===== config.mk =====
export PLATFORM = sky130hd
export DESIGN_NAME = mdio_cmd_ctrl
export DESIGN_NICKNAME = d
export VERILOG_FILES = /design/src/rtl/mdio_cmd_ctrl.sv
export SDC_FILE = /design/constraint.sdc
export NUM_CORES = 1
export LEC_CHECK = 0
export BUFFER_PORTS_ARGS = -buffer_cell sky130_fd_sc_hd__buf_2
export CAP_MARGIN = 20
export CORE_MARGIN = 2
export CORE_UTILIZATION = 50
export DETAILED_ROUTE_END_ITERATION = 8
export HOLD_SLACK_MARGIN = 0.15
export PLACE_DENSITY_LB_ADDON = 0.2
export SYNTH_ARGS = -nofsm -noshare
export SYNTH_HDL_FRONTEND = slang
export SYNTH_SLANG_ARGS = --single-unit

===== constraint.sdc =====
create_clock -name clk -period 4.25 [get_ports clk]
set_input_delay 0.425 -clock clk [delete_from_list [all_inputs] [get_ports clk]]
set_output_delay 0.425 -clock clk [all_outputs]
set_load 0.01 [all_outputs]

===== src/rtl/mdio_cmd_ctrl.sv =====
module mdio_cmd_ctrl #(
  parameter int MDC_HALF = 4
) (
  input  logic        clk,
  input  logic        rst_n,
  input  logic        wr_en,
  input  logic [31:0] wr_data,
  output logic [31:0] cmd_word,
  output logic        irq,
  output logic        mdc,
  output logic        mdio_o,
  output logic        mdio_oe,
  input  logic        mdio_i
);

  localparam int CW = (MDC_HALF > 1) ? $clog2(MDC_HALF) : 1;
  localparam int FRAME_BITS = 64;
  localparam int BW = $clog2(FRAME_BITS);
  localparam logic [BW-1:0] LAST_BIT = BW'(FRAME_BITS - 1);
  localparam logic [BW-1:0] TA_BIT = BW'(46);
  localparam logic [BW-1:0] DATA_BIT = BW'(48);
  localparam logic [1:0] OP_WR = 2'b01;
  localparam logic [1:0] OP_RD = 2'b10;

  logic          ie, rdy, busy, mdc_q, oe_q;
  logic [1:0]    op;
  logic [4:0]    phy, ra;
  logic [15:0]   dat;
  logic [CW-1:0] cnt;
  logic [BW-1:0] bidx;
  logic [FRAME_BITS-1:0] sh;

  wire           wr_op_ok = (wr_data[27:26] == OP_WR) || (wr_data[27:26] == OP_RD);
  wire           accept   = wr_en && !busy;
  wire           is_rd    = (op == OP_RD);
  wire           tick     = (cnt == CW'(MDC_HALF - 1));
  wire           rise     = busy && tick && !mdc_q;
  wire           fall     = busy && tick && mdc_q;
  wire [BW-1:0]  nb       = bidx + BW'(1);

  always_ff @(posedge clk) begin
    if (!rst_n) begin
      ie    <= 1'b0;
      rdy   <= 1'b0;
      busy  <= 1'b0;
      mdc_q <= 1'b0;
      oe_q  <= 1'b0;
      op    <= '0;
      phy   <= '0;
      ra    <= '0;
      dat   <= '0;
      cnt   <= '0;
      bidx  <= '0;
      sh    <= '0;
    end else if (accept) begin
      ie    <= wr_data[29];
      op    <= wr_data[27:26];
      phy   <= wr_data[25:21];
      ra    <= wr_data[20:16];
      dat   <= wr_data[15:0];
      rdy   <= !wr_op_ok;
      busy  <= wr_op_ok;
      oe_q  <= wr_op_ok;
      mdc_q <= 1'b0;
      cnt   <= '0;
      bidx  <= '0;
      sh    <= {32'hFFFF_FFFF, 2'b01, wr_data[27:26], wr_data[25:21],
                wr_data[20:16], 2'b10, wr_data[15:0]};
    end else if (busy) begin
      cnt <= tick ? '0 : cnt + CW'(1);
      if (tick) mdc_q <= !mdc_q;
      if (rise && is_rd && bidx >= DATA_BIT) dat <= {dat[14:0], mdio_i};
      if (fall) begin
        if (bidx == LAST_BIT) begin
          busy <= 1'b0;
          rdy  <= 1'b1;
          oe_q <= 1'b0;
        end else begin
          bidx <= nb;
          sh   <= {sh[FRAME_BITS-2:0], 1'b0};
          if (is_rd && nb >= TA_BIT) oe_q <= 1'b0;
        end
      end
    end
  end

  assign cmd_word = {2'b00, ie, rdy, op, phy, ra, dat};
  assign irq      = ie & rdy;
  assign mdc      = mdc_q;
  assign mdio_oe  = oe_q;
  assign mdio_o   = oe_q & sh[FRAME_BITS-1];

  a_r5_mdio_holds_while_mdc_high: assert property (@(posedge clk) disable iff (!rst_n)
    mdc |-> ($stable(mdio_o) && $stable(mdio_oe)));

  a_r5_mdc_low_when_ready: assert property (@(posedge clk) disable iff (!rst_n)
    cmd_word[28] |-> !mdc);

  a_r6_release_at_done: assert property (@(posedge clk) disable iff (!rst_n)
    $rose(cmd_word[28]) |-> (!mdio_oe && !mdc));

  a_r7_reserved_quiet: assert property (@(posedge clk) disable iff (!rst_n)
    (accept && !wr_op_ok) |=> (cmd_word[28] && !mdio_oe && !mdc));

  a_r8_busy_write_ignored: assert property (@(posedge clk) disable iff (!rst_n)
    (wr_en && busy) |=> ({cmd_word[29], cmd_word[27:16]} == $past({cmd_word[29], cmd_word[27:16]})));

  a_r9_irq_falls_on_write: assert property (@(posedge clk) disable iff (!rst_n)
    $fell(irq) |-> $past(wr_en));

endmodule


==> metrics.txt, run 1 <==
Rows=33; routed wire length=8700 µm; TritonCTS clock tree=yes; Post-DP Area=0.00443 mm²; Worst Path Arrival=2.65 ns; Hold WC Path Type=in -> reg; initial antenna violation count=0; Initial Util=51.1%; Clock transition at path regs=0.11 ns; vias in the first global route=3242; total iterations of the first detailed-routing run=5; Max-Cap Viols=0; hpwl dp=5500 µm; Synth Register Bits=105; pin count of the biggest net entering global routing=68; Fmax achieved=421 MHz; relative slew slack=30.9%; fin crit period=2.38 ns; setup TNS=0 ns; Area contributors post-synth=dfxtp_1 51%, nand2_1 14%, a31oi_1 6.6%; post-synthesis cell type count=40; Fill cells=756; Synth Cell Area=0.00415 mm²; routed length on met2=3990 µm; IO Count=72; final setup fails=0; Total Power=1.94 mW; wire per inst=13.1 µm; ANT nets after route=0; chip height=95.1 µm; Area Growth Syn to Fin=12.6%; max layer used=met4; number of antenna repair diodes=0; RSZ-0062 raised after global routing=no; startpoint types=flip-flop; die width=95.1 µm; Root Buffer=clkbuf_8; Met1 Routed Length=4160 µm; total die area=0.00905 mm²; standby leakage power=1.85 nW; Port Buf Inserts=66; Vias=3591; Slew Limit Fails=0; clock latency on the worst-skew pair=0.36 ns; Placer Congestion=0.744; first-pass GRT wire length=14500 µm; Post-route DRC=0; number of setup buffers added after CTS=0; grt ovf=0; Final Hold Fails=0; DRT iter0 DRCs=178; htree depth=3; synth warn=0; hold_buf cts=0; clock skew=0.0115 ns; post-cts sizing count=0; total CTS buffers=9; synthesized area per cell=8.16 µm²; Hold WS=0.299 ns; final instance area=0.00468 mm²; total global-route track usage=19.9%; # clock sinks=105; CP Capture Type=flip-flop; synthesized instance count=509; Vias per Instance=5.42; Seq/Total Area, Yosys=50.6%; Max Buffers Root-to-Sink=2; Worst VDD drop=0.000225 V; power density over the cells=414 mW/mm²; post-layout net count=591; status=finished, final reports clean; Yosys top cell area share=50.6%; WP data required=4.53 ns; post-synth top area cell=dfxtp_1; Slew @ Worst Pin=1.04 ns; total core area=0.00813 mm²; part of the cycle the worst path needs=55.9%; WS Path Type=reg -> reg; Max Fanout on Critical Path=49; routed wl met3=479 µm; share of cells above drive strength 1=17.6%
## sequential cells by signal (all words and copies together), names as in the netlist
name,cells
mdio_oe,1
op,2
busy,1
dat,16
bidx,6
sh,64
rdy,1
ra,5
phy,5
cnt,2
ie,1
mdc,1
## cells in the final DEF, fill, tap and decap left out, types with 3 or more instances in the layout
cell type / synthesis / final
a311oi_1: 17 / 17
dfxtp_1: 105 / 105
buf_2: 13 / 66
o21ai_0: 4 / 4
clkbuf_8: 0 / 9
nand2_1: 158 / 158
nand3_1: 4 / 4
nor3_1: 36 / 36
clkinv_4: 0 / 3
nor2_1: 42 / 42
buf_4: 9 / 5
ha_1: 3 / 3
xor2_1: 3 / 3
a21oi_1: 20 / 20
a31oi_1: 44 / 44
## metrics by stage
step | std cells | setup WS (ns) | utilization, %
2_1_floorplan | 510 | 2.58 | -
3_3_place_gp | 644 | 1.91 | 54.4
3_5_place_dp | 644 | 1.79 | 54.4
4_1_cts | 660 | 1.78 | 56.9
5_1_grt | 662 | 1.59 | 57.5
6_report | 662 | 1.87 | 57.5
## path summary, 6_finish.rpt
kind / start / endpoint / slack (ns) / cells after the start
worst max-delay path: busy / bidx[4] / 1.87 / 3
worst min-delay path: wr_data[29] / ie / 0.30 / 3
worst max register to register: busy / bidx[4] / 1.87 / 3
worst min register to register: sh[30] / sh[31] / 0.45 / 2
## area by class of cell
cell class | count | area, µm² | area share [%]
clock buffer | 9 | 124 | 2.65
clock inverter | 7 | 78.8 | 1.69
inverter | 2 | 7.51 | 0.161
multi-input combinational | 361 | 1820 | 38.9
sequential | 105 | 2100 | 44.9
tap | 105 | 131 | 2.81
timing repair buffer | 73 | 415 | 8.88
## Yosys cell counts, drive strengths merged
master	count
nand3	5
a21boi	1
xnor2	1
nand2b	3
a21oi	20
nor3	36
o21ai	5
o21a	1
ha	3
or4	1
mux2i	2
o311a	1
inv	2
conb	1
nor2b	2
o31ai	1
a211oi	2
or3	1
nand3b	1
o32ai	1
nand2	158
buf	27
a311oi	17
a31oi	44
and3	3
nor2	43
nor4b	1
xor2	3
o31a	1
clkbuf	15
dfxtp	105
and2	2
## report_power, final
group	internal [mW]	leakage (nW)	switching [mW]	total (mW)
logic	0.0881	0.883	0.130	0.218
registers	1.06	0.868	0.0406	1.10
clock network	0.279	0.104	0.345	0.623
## kinds of logic after synthesis
logic type | after synthesis | share of synthesized area (%)
flip-flops | 105 | 50.6
AND/OR/NAND/NOR | 256 | 25.9
adder cells (fa/ha/maj) | 3 | 0.904
XOR/XNOR | 4 | 0.844
multiplexers | 2 | 0.482
other | 1 | 0.0903
buffers and inverters | 44 | 5.91
AO/OA/AOI/OAI | 94 | 15.2
## critical path: stages, from the launching register on
cell and delay (ns):
dfxtp_1 0.54, nand2b_2 0.88, nand2_1 0.53, a311oi_1 0.32
## routing by layer
layer,vias to the layer above,track usage (%)
met2,99,32.1
met3,6,4.27
met4,0,5.80
li1,1823,-
met1,1663,26.9
met5,-,0
Power figures use the tool's default switching activity.
==> run 2, diff against run 1 <==
==> constraint.sdc (replaced) <==
create_clock -name clk -period 1.97 [get_ports clk]
set_input_delay 0.197 -clock clk [delete_from_list [all_inputs] [get_ports clk]]
set_output_delay 0.197 -clock clk [all_outputs]
set_load 0.01 [all_outputs]
==> run 2 against run 1 <==
  * Die area stayed put
  * Via count up 4.0%
  * Cell area grew 9.4%
  * Wire length grew 8.8%
  * Utilization is 5.4 points higher
  * Global-route usage rose by 1.1 points
  * Non-clock buffer count up 39
  * Combinational power rose to 2.5 times the previous value
  * Critical path depth grew 3
  * Count of clock-buffer cells in the layout did not move
  * First-iteration DRC count rose by 0.56%
  * Largest cell class unchanged
==> metrics.txt, run 2 (synthesis results as in run 1) <==
status=finished, final reports clean; total CTS buffers=9; power density over the cells=846 mW/mm²; number of antenna repair diodes=0; Vias per Instance=5.32; standby leakage power=2.04 nW; max reg flops=64; Worst VDD drop=0.000392 V; fin worst setup slack=0.207 ns; Port Buf Inserts=66; worst slack, placed=0.0632 ns; Post-route DRC=0; grt ovf=0; Worst Path Arrival=2.03 ns; Regs by FF count=sh (64), dat (16), bidx (6); Fmax achieved=567 MHz; TritonCTS clock tree=yes; Rows=33; Final Hold Fails=0; final instance area=0.00512 mm²; WP data required=2.24 ns; ANT nets after route=0; most common cell after layout, fill and taps aside=nand2_1; commonest non-fill, non-tap cells in the layout=158 x nand2_1, 105 x dfxtp_1, 66 x buf_2; initial antenna violation count=0; RSZ-0062 raised after global routing=no; Max-Cap Viols=0; total die area=0.00905 mm²; share of cells above drive strength 1=18.1%; Slew Limit Fails=0; fin crit period=1.76 ns; pin count of the biggest net entering global routing=70; Root Buffer=clkbuf_8; total iterations of the first detailed-routing run=4; first-pass GRT wire length=15200 µm; clock skew=0.00999 ns; Post-DP Area=0.00454 mm²; Max Fanout on Critical Path=23; vias in the first global route=3390; Initial Util=51.1%; WS Path Type=reg -> reg; Vias=3733; Clock transition at path regs=0.11 ns; post-layout net count=631; total global-route track usage=21.0%; setup TNS=0 ns; die width=95.1 µm; IO Count=72; Area Growth Syn to Fin=23.2%; # clock sinks=105; startpoint types=flip-flop; final setup fails=0; Placer Congestion=0.873; total core area=0.00813 mm²; Hold WC Path Type=in -> reg; area occupied by multi-input gates=0.00184 mm²; Max Buffers Root-to-Sink=2; Hold WS=0.427 ns; hpwl dp=5660 µm; Biggest register=sh; routed wire length=9470 µm; Fill cells=709; DRT iter0 DRCs=179; htree depth=3; CP Capture Type=flip-flop; wire per inst=13.5 µm; non-filler cells, final=702; Inst Count DP=652; clock latency on the worst-skew pair=0.36 ns; part of the cycle the worst path needs=89.5%; register area=0.00210 mm²; R2R setup slack=0.21 ns; chip height=95.1 µm
## run 2: changes by cell type in the layout (fill, tap and decap cells not counted), sizes merged
cell         change
buf              +8
clkinv           -1
dlygate4sd3     +31
inv              +1
nor2             +1
## run 2: repair_timing
item,CTS,global route
endpoints found under the hold margin,59,0
resized for setup,0,2
setup endpoints to repair,0,31
hold buffers,31,0
buffers inserted,0,2
## run 2: worst max-delay path, cell delays in order, from the launching register on
cell      delay [ns]
dfxtp_1         0.38
ha_1            0.18
and3_2          0.24
o21a_4          0.27
buf_4           0.30
nor2_1          0.07
a211oi_1        0.22
## run 2: path summary, 6_finish.rpt
kind,from,to,cells past startpoint
worst max register to register,cnt[0],bidx[1],6
worst max-delay path,cnt[0],bidx[1],6
worst min register to register,phy[4],phy[4],2
worst min-delay path,wr_en,ie,5
## run 2: cell type report
cell class	instances	area share, %
inverter	2	0.147
timing repair buffer	112	15.9
multi-input combinational	362	35.9
tap	105	2.57
clock buffer	9	2.42
sequential	105	41.1
clock inverter	7	1.91
## run 2: metrics by stage
step | utilization, % | power [mW]
floorplan | - | 2.73
global placement | 55.8 | 2.88
detailed placement | 55.8 | 2.90
CTS | 62.3 | 4.36
global route | 62.9 | 4.53
finish | 62.9 | 4.33
## run 2: power breakdown
group / total [mW] / internal [mW] / switching (mW)
combinational: 0.553 / 0.250 / 0.303
clock: 1.41 / 0.625 / 0.785
sequential: 2.36 / 2.28 / 0.0871
## run 2: layer usage
layer	vias to the layer above	global-route usage [%]	routed length, µm
li1	1906	-	-
met1	1740	27.3	4570
met2	81	35.3	4460
met3	6	3.40	370
met4	0	7.61	69
met5	-	0	0
==> run 3, diff against run 2 <==
--- a/config.mk
+++ b/config.mk
@@ -12,6 +12,7 @@
 export DETAILED_ROUTE_END_ITERATION = 8
 export HOLD_SLACK_MARGIN = 0.15
 export PLACE_DENSITY_LB_ADDON = 0.2
+export RECOVER_POWER = 25
 export SYNTH_ARGS = -nofsm -noshare
 export SYNTH_HDL_FRONTEND = slang
 export SYNTH_SLANG_ARGS = --single-unit
==> run 3 against run 2 <==
  * Clock power about the same
  * Clock skew increased by 0.0017 ns
  * Sequential power about the same
  * Combinational power decreased by 3%
  * First-iteration DRC count decreased by 13%
  * Register-to-register slack about the same
  * Count of clock-buffer cells in the layout unchanged
  * Critical endpoint is now sh[13]
==> metrics.txt, run 3 (synthesis results as in run 1) <==
startpoint types=flip-flop; Port Buf Inserts=66; Hold WC Path Type=in -> reg; Sw Ratio=27.2%; Worst VDD drop=0.000393 V; CP Capture Type=flip-flop; Fill cells=733; Crit path max-delay family=compound AO/OA/AOI/OAI gates; Inst Count DP=652; Seq pwr share=54.9%; WP data required=2.26 ns; fin worst setup slack=0.214 ns; post-layout net count=631; wire per inst=13.5 µm; WS Path Type=reg -> reg; worst path bufs/invs=0; total CTS buffers=9; standby leakage power=1.92 nW; Post-DP Area=0.00454 mm²; htree depth=3; ANT nets after route=0; area occupied by multi-input gates=0.00184 mm²; total die area=0.00905 mm²; Internal=3.14 mW; power density over the cells=849 mW/mm²; Area Growth Syn to Fin=22.2%; commonest non-fill, non-tap cells in the layout=158 x nand2_1, 105 x dfxtp_1, 44 x a31oi_1; share of cells above drive strength 1=12.7%; # clock sinks=105; clock latency on the worst-skew pair=0.37 ns; clock skew=0.0117 ns; Slew Limit Fails=0; max reg flops=64; hpwl dp=5660 µm; grt ovf=0; non-filler cells, final=702; Crit path top cell by count=nand2_1; total core area=0.00813 mm²; TritonCTS clock tree=yes; Regs by FF count=sh (64), dat (16), bidx (6); final setup fails=0; most common cell after layout, fill and taps aside=nand2_1; vias in the first global route=3390; Gate power share=12.5%; Max Buffers Root-to-Sink=2; RSZ-0062 raised after global routing=no; Worst Path Arrival=2.05 ns; Placer Congestion=0.873; Root Buffer=clkbuf_8; Vias per Instance=5.37; Biggest register=sh; Vias=3771; routed wire length=9500 µm; Rows=33; CP peak stage delay=0.46 ns; fin crit period=1.76 ns; status=finished, final reports clean; Final Hold Fails=0; slowest cell on the critical path=dfxtp_1; IO Count=72; worst slack, placed=0.0632 ns; Clock transition at path regs=0.10 ns; setup TNS=0 ns; DRT iter0 DRCs=155; first-pass GRT wire length=15200 µm; total iterations of the first detailed-routing run=5; part of the cycle the worst path needs=89.1%; Fmax achieved=570 MHz; Max Fanout on Critical Path=14; part of the power in the clock network=32.6%; Initial Util=51.1%; critical path, cell by cell=ha_2 -> nand2_1 -> o21a_4 -> nor2_8 -> nand2_1 -> a31oi_1; final instance area=0.00508 mm²; total global-route track usage=21.0%; number of antenna repair diodes=0; initial antenna violation count=0; die width=95.1 µm; register area=0.00210 mm²; pin count of the biggest net entering global routing=70; Post-route DRC=0; Psw=1.17 mW; Max-Cap Viols=0; chip height=95.1 µm
## run 3: cell count changes in the layout (fill, tap and decap cells not counted), sizes merged
cell / change
clkbuf: +32
buf: -32
## run 3: metal layers
| metal | up-vias | wire (µm) | GRT usage [%] |
|---|---|---|---|
| met5 | - | 0 | 0 |
| met2 | 94 | 4470 | 35.3 |
| met4 | 0 | 125 | 7.61 |
| li1 | 1908 | - | - |
| met3 | 12 | 424 | 3.40 |
| met1 | 1757 | 4480 | 27.3 |
## run 3: cell type report
type | instances | share of cell area (%)
clock buffers | 9 | 2.44
clock inverters | 7 | 1.92
inverters | 2 | 0.148
multi-input cells | 362 | 36.2
flip-flops and latches | 105 | 41.4
well taps | 105 | 2.59
repair buffers | 112 | 15.3
## run 3: what timing repair did
action | in CTS | in global routing
hold endpoints to repair | 59 | 0
setup endpoints to repair | 0 | 31
hold buffers | 31 | 0
setup buffers | 0 | 2
resized for setup | 0 | 2
## run 3: final timing paths
kind / startpoint / endpoint / slack [ns] / cells after the start
setup / recovery: bidx[0] / sh[13] / 0.21 / 6
hold / removal: wr_en / ie / 0.43 / 5
setup reg to reg: bidx[0] / sh[13] / 0.21 / 6
hold reg to reg: phy[4] / phy[4] / 0.46 / 2
## run 3: power by group through the flow
stage	clock network (mW)	logic, mW	registers (mW)
global route	1.53	0.603	2.38
CTS	1.46	0.537	2.36
floorplan	0	0.315	2.41
global placement	0	0.477	2.40
detailed placement	0	0.488	2.41
finish	1.41	0.539	2.37
## run 3: through the flow
stage                     util [%]  power, mW  hold WS, ns
final                         62.4       4.31        0.429
after global routing          62.4       4.51        0.437
after global placement        55.8       2.88        0.439
after CTS                     62.3       4.36        0.409
after detailed placement      55.8       2.90        0.446
after floorplan                  -       2.73        0.328
## run 3: worst reg2reg max path, stage by stage (launching register included)
cell	delay (ns)
dfxtp_1	0.46
ha_2	0.29
nand2_1	0.12
o21a_4	0.29
nor2_8	0.26
nand2_1	0.09
a31oi_1	0.18
